### src/rtl/ldma_pkg.sv
package ldma_pkg;
    localparam int DW      = 32;
    localparam int LEN_W   = 16;
    localparam int IDX_W   = 3;
    localparam int RAW     = 3;
    localparam int DONE_B  = 31;
    localparam int LAST_B  = 31;
    localparam int WORD_B  = 4;

    // descriptor word slots
    localparam int SLOT_SRC  = 0;
    localparam int SLOT_DST  = 1;
    localparam int SLOT_CTLA = 2;
    localparam int SLOT_CTLB = 3;
    localparam int SLOT_NEXT = 4;

    // address step encodings
    localparam logic [1:0] STEP_UP   = 2'b00;
    localparam logic [1:0] STEP_DOWN = 2'b01;

    // register indices
    localparam logic [RAW-1:0] RG_GLOBAL = 3'd0;
    localparam logic [RAW-1:0] RG_CHAN   = 3'd1;
    localparam logic [RAW-1:0] RG_DPTR   = 3'd2;
    localparam logic [RAW-1:0] RG_DSTINI = 3'd3;
    localparam logic [RAW-1:0] RG_STAT   = 3'd4;
    localparam logic [RAW-1:0] RG_DSTNOW = 3'd5;

    typedef enum logic [2:0] {
        ST_IDLE, ST_FRD, ST_FCAP, ST_XRD, ST_XCAP, ST_XWR, ST_WB, ST_NEXT
    } seq_state_e;
endpackage

### src/rtl/ldma_addr_step.sv
module ldma_addr_step #(
    parameter int AW     = 32,
    parameter int STRIDE = 4
) (
    input  logic [AW-1:0] cur_i,
    input  logic [1:0]    mode_i,
    output logic [AW-1:0] nxt_o
);
    import ldma_pkg::*;

    always_comb begin
        case (mode_i)
            STEP_UP:   nxt_o = cur_i + AW'(STRIDE);
            STEP_DOWN: nxt_o = cur_i - AW'(STRIDE);
            default:   nxt_o = cur_i;
        endcase
    end
endmodule

### src/rtl/ldma_regs.sv
module ldma_regs #(
    parameter int DW  = 32,
    parameter int RAW = 3
) (
    input  logic           clk,
    input  logic           rst_n,
    input  logic           wr_i,
    input  logic           rd_i,
    input  logic [RAW-1:0] addr_i,
    input  logic [DW-1:0]  wdata_i,
    output logic [DW-1:0]  rdata_o,
    input  logic           done_i,
    input  logic           busy_i,
    input  logic [DW-1:0]  dst_now_i,
    output logic           gen_o,
    output logic           chan_o,
    output logic [DW-1:0]  dptr_o,
    output logic [DW-1:0]  dst_o
);
    import ldma_pkg::*;

    typedef struct packed {
        logic          gen;
        logic          chan;
        logic          irq;
        logic [DW-1:0] dptr;
        logic [DW-1:0] dst;
    } reg_t;

    reg_t q, d;

    always_comb begin
        d = q;
        if (wr_i) begin
            case (addr_i)
                RG_GLOBAL: d.gen  = wdata_i[0];
                RG_CHAN:   if (wdata_i[0]) d.chan = 1'b1;
                RG_DPTR:   d.dptr = wdata_i;
                RG_DSTINI: d.dst  = wdata_i;
                default: ;
            endcase
        end
        if (rd_i && addr_i == RG_STAT) d.irq = 1'b0;
        if (done_i) begin
            d.chan = 1'b0;
            d.irq  = 1'b1;
        end
    end

    always_ff @(posedge clk or negedge rst_n) begin
        if (!rst_n) q <= '0;
        else        q <= d;
    end

    always_comb begin
        rdata_o = '0;
        if (rd_i) begin
            case (addr_i)
                RG_GLOBAL: rdata_o = DW'(q.gen);
                RG_CHAN:   rdata_o = DW'(q.chan);
                RG_DPTR:   rdata_o = q.dptr;
                RG_DSTINI: rdata_o = q.dst;
                RG_STAT:   rdata_o = DW'({busy_i, q.irq});
                RG_DSTNOW: rdata_o = dst_now_i;
                default:   rdata_o = '0;
            endcase
        end
    end

    assign gen_o  = q.gen;
    assign chan_o = q.chan;
    assign dptr_o = q.dptr;
    assign dst_o  = q.dst;


    chan_selfclear_chk: assert property (@(posedge clk) disable iff (!rst_n)
        $fell(q.chan) |-> $past(done_i));

    irq_source_chk: assert property (@(posedge clk) disable iff (!rst_n)
        $rose(q.irq) |-> $past(done_i));
endmodule

### src/rtl/ldma_seq.sv
module ldma_seq #(
    parameter int DW    = 32,
    parameter int LEN_W = 16,
    parameter int IDX_W = 3
) (
    input  logic          clk,
    input  logic          rst_n,
    input  logic          start_i,
    input  logic [DW-1:0] dptr_i,
    input  logic [DW-1:0] dst_i,
    output logic          busy_o,
    output logic          done_o,
    output logic [DW-1:0] dst_now_o,
    output logic          mem_rd_o,
    output logic          mem_wr_o,
    output logic [DW-1:0] mem_addr_o,
    output logic [DW-1:0] mem_wdata_o,
    input  logic [DW-1:0] mem_rdata_i
);
    import ldma_pkg::*;

    localparam logic [IDX_W-1:0] IDX_LAST = IDX_W'(SLOT_NEXT);
    localparam logic [DW-1:0]    WB_OFS   = DW'(SLOT_CTLA * WORD_B);
    localparam logic [DW-1:0]    DONE_MSK = DW'(1) << DONE_B;

    typedef struct packed {
        seq_state_e       st;
        logic [IDX_W-1:0] idx;
        logic [DW-1:0]    base;
        logic [DW-1:0]    sa;
        logic [DW-1:0]    da;
        logic [DW-1:0]    ca;
        logic [DW-1:0]    nx;
        logic [DW-1:0]    data;
        logic [1:0]       smode;
        logic [1:0]       dmode;
        logic             last;
        logic [LEN_W-1:0] cnt;
    } seq_t;

    seq_t q, d;
    logic [DW-1:0] sa_step, da_step;

    ldma_addr_step #(.AW(DW), .STRIDE(WORD_B)) u_src_step (
        .cur_i(q.sa), .mode_i(q.smode), .nxt_o(sa_step));
    ldma_addr_step #(.AW(DW), .STRIDE(WORD_B)) u_dst_step (
        .cur_i(q.da), .mode_i(q.dmode), .nxt_o(da_step));

    always_comb begin
        d           = q;
        mem_rd_o    = 1'b0;
        mem_wr_o    = 1'b0;
        mem_addr_o  = '0;
        mem_wdata_o = '0;
        done_o      = 1'b0;
        case (q.st)
            ST_IDLE: begin
                if (start_i) begin
                    d.base = dptr_i;
                    d.da   = dst_i;
                    d.idx  = '0;
                    d.st   = ST_FRD;
                end
            end
            ST_FRD: begin
                mem_rd_o   = 1'b1;
                mem_addr_o = q.base + (DW'(q.idx) << 2);
                d.st       = ST_FCAP;
            end
            ST_FCAP: begin
                case (q.idx)
                    IDX_W'(SLOT_SRC):  d.sa = mem_rdata_i;
                    IDX_W'(SLOT_CTLA): d.ca = mem_rdata_i;
                    IDX_W'(SLOT_CTLB): begin
                        d.smode = mem_rdata_i[1:0];
                        d.dmode = mem_rdata_i[3:2];
                        d.last  = mem_rdata_i[LAST_B];
                    end
                    IDX_W'(SLOT_NEXT): d.nx = mem_rdata_i;
                    default: ;  // destination slot is discarded
                endcase
                if (q.idx == IDX_LAST) begin
                    d.cnt = q.ca[LEN_W-1:0];
                    d.st  = (q.ca[LEN_W-1:0] == '0) ? ST_WB : ST_XRD;
                end else begin
                    d.idx = q.idx + 1'b1;
                    d.st  = ST_FRD;
                end
            end
            ST_XRD: begin
                mem_rd_o   = 1'b1;
                mem_addr_o = q.sa;
                d.st       = ST_XCAP;
            end
            ST_XCAP: begin
                d.data = mem_rdata_i;
                d.st   = ST_XWR;
            end
            ST_XWR: begin
                mem_wr_o    = 1'b1;
                mem_addr_o  = q.da;
                mem_wdata_o = q.data;
                d.sa        = sa_step;
                d.da        = da_step;
                d.cnt       = q.cnt - 1'b1;
                d.st        = (q.cnt == LEN_W'(1)) ? ST_WB : ST_XRD;
            end
            ST_WB: begin
                mem_wr_o    = 1'b1;
                mem_addr_o  = q.base + WB_OFS;
                mem_wdata_o = q.ca | DONE_MSK;
                d.st        = ST_NEXT;
            end
            ST_NEXT: begin
                if (q.last || q.nx == '0) begin
                    done_o = 1'b1;
                    d.st   = ST_IDLE;
                end else begin
                    d.base = q.nx;
                    d.idx  = '0;
                    d.st   = ST_FRD;
                end
            end
            default: d.st = ST_IDLE;
        endcase
    end

    always_ff @(posedge clk or negedge rst_n) begin
        if (!rst_n) q <= '0;
        else        q <= d;
    end

    assign busy_o    = (q.st != ST_IDLE);
    assign dst_now_o = q.da;


    mem_excl_chk: assert property (@(posedge clk) disable iff (!rst_n)
        !(mem_rd_o && mem_wr_o));

    xfer_len_chk: assert property (@(posedge clk) disable iff (!rst_n)
        (q.st == ST_XRD) |-> (q.cnt != '0));

    fetch_order_chk: assert property (@(posedge clk) disable iff (!rst_n)
        (q.st == ST_FCAP && q.idx != IDX_LAST) |=>
            (mem_rd_o && mem_addr_o == $past(mem_addr_o, 2) + DW'(WORD_B)));

    follow_next_chk: assert property (@(posedge clk) disable iff (!rst_n)
        (q.st == ST_NEXT && !q.last && q.nx != '0) |=>
            (mem_rd_o && mem_addr_o == $past(q.nx)));
endmodule

### src/rtl/ldma_top.sv
module ldma_top #(
    parameter int DW    = ldma_pkg::DW,
    parameter int LEN_W = ldma_pkg::LEN_W,
    parameter int RAW   = ldma_pkg::RAW
) (
    input  logic           clk,
    input  logic           rst_n,
    input  logic           reg_wr,
    input  logic           reg_rd,
    input  logic [RAW-1:0] reg_addr,
    input  logic [DW-1:0]  reg_wdata,
    output logic [DW-1:0]  reg_rdata,
    output logic           mem_rd,
    output logic           mem_wr,
    output logic [DW-1:0]  mem_addr,
    output logic [DW-1:0]  mem_wdata,
    input  logic [DW-1:0]  mem_rdata
);
    import ldma_pkg::*;

    logic          gen, chan, busy, done, start;
    logic [DW-1:0] dptr, dst_ini, dst_now;

    ldma_regs #(.DW(DW), .RAW(RAW)) u_regs (
        .clk(clk), .rst_n(rst_n),
        .wr_i(reg_wr), .rd_i(reg_rd), .addr_i(reg_addr),
        .wdata_i(reg_wdata), .rdata_o(reg_rdata),
        .done_i(done), .busy_i(busy), .dst_now_i(dst_now),
        .gen_o(gen), .chan_o(chan), .dptr_o(dptr), .dst_o(dst_ini));

    assign start = gen && chan && !busy;

    ldma_seq #(.DW(DW), .LEN_W(LEN_W), .IDX_W(IDX_W)) u_seq (
        .clk(clk), .rst_n(rst_n),
        .start_i(start), .dptr_i(dptr), .dst_i(dst_ini),
        .busy_o(busy), .done_o(done), .dst_now_o(dst_now),
        .mem_rd_o(mem_rd), .mem_wr_o(mem_wr), .mem_addr_o(mem_addr),
        .mem_wdata_o(mem_wdata), .mem_rdata_i(mem_rdata));


    start_gate_chk: assert property (@(posedge clk) disable iff (!rst_n)
        $rose(busy) |-> $past(gen && chan));
endmodule

### config.mk
export PLATFORM = sky130hd
export DESIGN_NAME = ldma_top
export DESIGN_NICKNAME = d
export VERILOG_FILES = /design/src/rtl/ldma_pkg.sv /design/src/rtl/ldma_addr_step.sv /design/src/rtl/ldma_regs.sv /design/src/rtl/ldma_seq.sv /design/src/rtl/ldma_top.sv
export SDC_FILE = /design/constraint.sdc
export NUM_CORES = 1
export LEC_CHECK = 0
export BUFFER_PORTS_ARGS = -buffer_cell sky130_fd_sc_hd__buf_2
export CAP_MARGIN = 10
export CORE_ASPECT_RATIO = 1.4
export CORE_UTILIZATION = 35
export CTS_CLUSTER_DIAMETER = 30
export DETAILED_ROUTE_END_ITERATION = 6
export GPL_TIMING_DRIVEN = 1
export SLEW_MARGIN = 20
export SYNTH_ARGS = -nofsm -noshare
export SYNTH_HDL_FRONTEND = slang
export SYNTH_SLANG_ARGS = --single-unit
### constraint.sdc
create_clock -name clk -period 7 [get_ports clk]
set_input_delay 0 -clock clk [delete_from_list [all_inputs] [get_ports clk]]
set_output_delay 0 -clock clk [all_outputs]
set_load 0.1 [all_outputs]
==> impl_metrics.py <==
metrics = {
    "yosys": {
        "synth.lib_cells_used.distinct": 87,
        "synth_top_area_frac": 0.395,
        "number_of_flops_mapped_to_enable_cells_by_yosys": 0,
        "postSynthAreaPerCell_um2": 8.77,
        "ys.flop_type": "dfrtp_1",
        "synthesis.area_um2": 18000,
        "synth.cells.most_frequent": "dfrtp_1, nand2_1, nor2_1",
        "yosys_warnings": 0,
        "yosysTopAreaCell": "dfrtp_1",
        "synth_sequential_area_ratio": 0.395,
        "ys_top_cells_by_area": "dfrtp_1, mux2_2, nand2_1",
        "syn_nets": 2140,
        "asyncSetResetFlopFracSynth": 1.00,
        "cell_with_the_most_instances_after_synthesis": "dfrtp_1",
        "yosys_register_bits": 285,
        "number_of_instances_in_the_synthesized_netlist": 2056,
    },
    "sta": {
        "worst_slew_margin_rel": 0.296,
        "timing.final.crit_period_ns": 4.86,
        "total_negative_slack_ns": 0,
        "pins_over_their_slew_limit": 0,
        "worstMarginPinSlew_ns": 1.06,
        "grt_setup_unrepaired": "false",
        "timing.final.crit_share": 0.694,
        "final_hold_viol_count": 0,
        "fin_skew_ns": 0.0204,
        "timing.final.ws_setup_ns": 2.14,
        "finalSetupViolCount": 0,
        "clock.fmax_mhz": 206,
    },
    "route": {
        "drt_pass1_iterations": 6,
        "detail_route.drc_violations": 0,
        "detailroute.via_count": 17400,
        "route.final.wire_length_um": 68100,
        "routedWlPerCell_um": 23.5,
        "antenna_left": 0,
        "drt_iter0_drc": 1864,
        "vias_per_cell": 6.00,
    },
    "floorplan": {
        "initial_core_util": 0.354,
        "rows": 98,
        "die-area_um2": 52500,
        "io_pins": 169,
        "core_area_um2": 51000,
        "die_extent_in_y_um": 271,
        "chip_width_um": 194,
    },
    "layout": {
        "layout-drive-gt1-share": 0.226,
        "antennaDiodeCount": 0,
        "area.growth.synth_to_final_pct": 22.3,
        "finalNetCount": 2278,
        "fillCellCount": 4977,
        "post-route-util": 0.432,
        "finish.cell_count_without_fillers": 2895,
    },
    "worst_setup_path": {
        "crit_path_max_incr_delay_ns": 0.90,
        "critical_path.slowest_cell": "nor3b_2",
        "timing.setup.critical_path_class": "reg -> out",
        "worstSetupStartpointType": "flop",
        "cp_num_buf_inv": 3,
        "worst_path_top_cell_family_by_delay": "buffers and inverters",
        "critical_path.cell_chain": "clkinv_1, nor3b_2, buf_4, a22oi_1, o311ai_0, buf_2",
        "cp_data_arrival_time_ns": 4.86,
        "required_time_worst_endpoint_ns": 7.00,
        "crit_fanout": 38,
        "crit_path_end_kind": "output pin",
        "worstRegToRegCells": 7,
        "cp_num_cells": 6,
    },
    "pwr": {
        "power.static_leakage_nw": 9.32,
        "worst_ir_drop_vdd_mv": 0.337,
        "pwr_density_cell_nw_per_um2": 503,
    },
    "clock_tree": {
        "clk_path_buf_depth": 3,
        "postCtsResizedCells": 0,
        "clkLatencyLatePin_ns": 0.60,
        "cts_post_setup_buffers_inserted": 0,
        "ctsRootBufferMaster": "clkbuf_16",
        "cts_tree": "built",
        "htree_num_levels": 2,
        "num_cts_buffers": 59,
        "post_cts_hold_buffer_count": 71,
        "cts_sinks": 285,
        "clk_pin_slew_ns": 0.05,
    },
    "placement": {
        "detailedPlacementHpwl_um": 48100,
        "place.gp.congestion": 0.952,
        "preCtsSetupSlack_ns": 2.81,
        "dp.cells": 2712,
        "port-buffer-count": 168,
    },
    "global_routing": {
        "antenna_found_initial": 0,
        "grt_first_pass_wirelength_um": 105000,
        "first_global_vias": 17100,
        "groute.usage.overall": 0.257,
        "grt_overflow": 0,
        "grt_start_max_net_pins": 164,
    },
    "job": {
        "max_cap_viol_count": 0,
    },
    "worst_hold_path": {
        "worst_hold_path_type": "in -> async",
    },
    "status": {
        "outcome": "finished, final reports clean",
    },
}
-- power breakdown --
group          internal, mW  total [mW]  switching [mW]  leakage [nW]
clock network          1.90        2.93            1.03         0.995
registers              2.34        3.56            1.22          3.31
logic                  1.37        4.60            3.23          5.02
-- cell families (layout without fill, tap and decap cells) --
| logic type | after synthesis | after routing | synth area share |
|---|---|---|---|
| AOI/OAI and AO/OA | 489 | 489 | 0.183 |
| adders and majority gates | 13 | 13 | 0.00943 |
| buffers and inverters | 215 | 404 | 0.0458 |
| DFF | 285 | 285 | 0.395 |
| xor gates and xnor gates | 26 | 26 | 0.0126 |
| and+or+nand+nor | 805 | 805 | 0.218 |
| muxes | 223 | 223 | 0.136 |
-- metal layers --
layer	global-route usage	wire [um]
met1	0.303	26400
met2	0.453	34600
met3	0.0294	3240
met4	0.141	3860
met5	0	0
-- final cells by class --
type	count	area, um2	area share
repair buffers	267	1780	0.0809
well taps	650	813	0.0369
inverters	25	93.8	0.00425
flip-flops and latches	285	7130	0.323
clock inverters	44	559	0.0254
clock buffers	68	1530	0.0694
multi-input cells	1556	10100	0.460
-- cells in the final DEF (no fill, tap or decap), drive strengths merged, types with 10 or more instances in the layout --
| cell type | synthesis | layout |
|---|---|---|
| a21oi | 115 | 115 |
| a221o | 15 | 15 |
| a222oi | 11 | 11 |
| a22o | 34 | 34 |
| a22oi | 65 | 65 |
| a31oi | 17 | 17 |
| and2 | 16 | 16 |
| and3 | 26 | 26 |
| buf | 35 | 196 |
| clkbuf | 155 | 68 |
| clkinv | 1 | 14 |
| dfrtp | 285 | 285 |
| dlygate4sd3 | 0 | 71 |
| ha | 12 | 12 |
| inv | 24 | 38 |
| mux2 | 162 | 162 |
| mux2i | 60 | 60 |
| nand2 | 259 | 259 |
| nand2b | 10 | 10 |
| nand3 | 74 | 74 |
| nand4 | 38 | 38 |
| nor2 | 182 | 182 |
| nor3 | 57 | 57 |
| nor4 | 35 | 35 |
| o21a | 10 | 10 |
| o21ai | 103 | 103 |
| o22ai | 30 | 30 |
| or2 | 18 | 18 |
| or3 | 19 | 19 |
| or4 | 24 | 24 |
| xnor2 | 14 | 14 |
| xor2 | 12 | 12 |
-- path summary, 6_finish.rpt --
path	end	from	slack, ns
max	mem_addr[20]	u_seq.q[218]	2.14
min	u_regs.dst_o[20]	rst_n	0.11
max reg2reg	u_seq.q[165]	u_seq.q[217]	3.45
min reg2reg	u_seq.q[12]	u_seq.q[12]	0.49
max in group asynchronous	u_seq.q[95]	rst_n	5.36
min in group clk	u_regs.chan_o	reg_addr[0]	0.13
-- metrics by stage --
stage | hold WS [ns] | power, mW | instance area [um2]
detailed placement | 0.186 | 8.07 | 19300
global route | 0.167 | 11.6 | 22100
CTS | 0.127 | 11.1 | 22100
global placement | 0.170 | 7.97 | 19300
finish | 0.110 | 11.1 | 22100
floorplan | -0.296 | 6.78 | 18000
-- worst register-to-register path, cell delays in order, from the launching register on --
cell	delay, ns
dfrtp_1	0.69
nand2b_1	0.39
or2_2	0.45
buf_4	0.50
nor2_1	0.23
nor2_2	0.80
a21oi_1	0.06
o2bb2a_1	0.32
-- state kept, by name, indices dropped and copies added, names as in the netlist --
register,flops
u_regs.dst_o,32
u_seq.dst_now_o,32
u_seq.q,186
u_regs.q,1
u_regs.dptr_o,32
u_regs.gen_o,1
u_regs.chan_o,1
No activity file was read; power rests on OpenSTA's default activity.
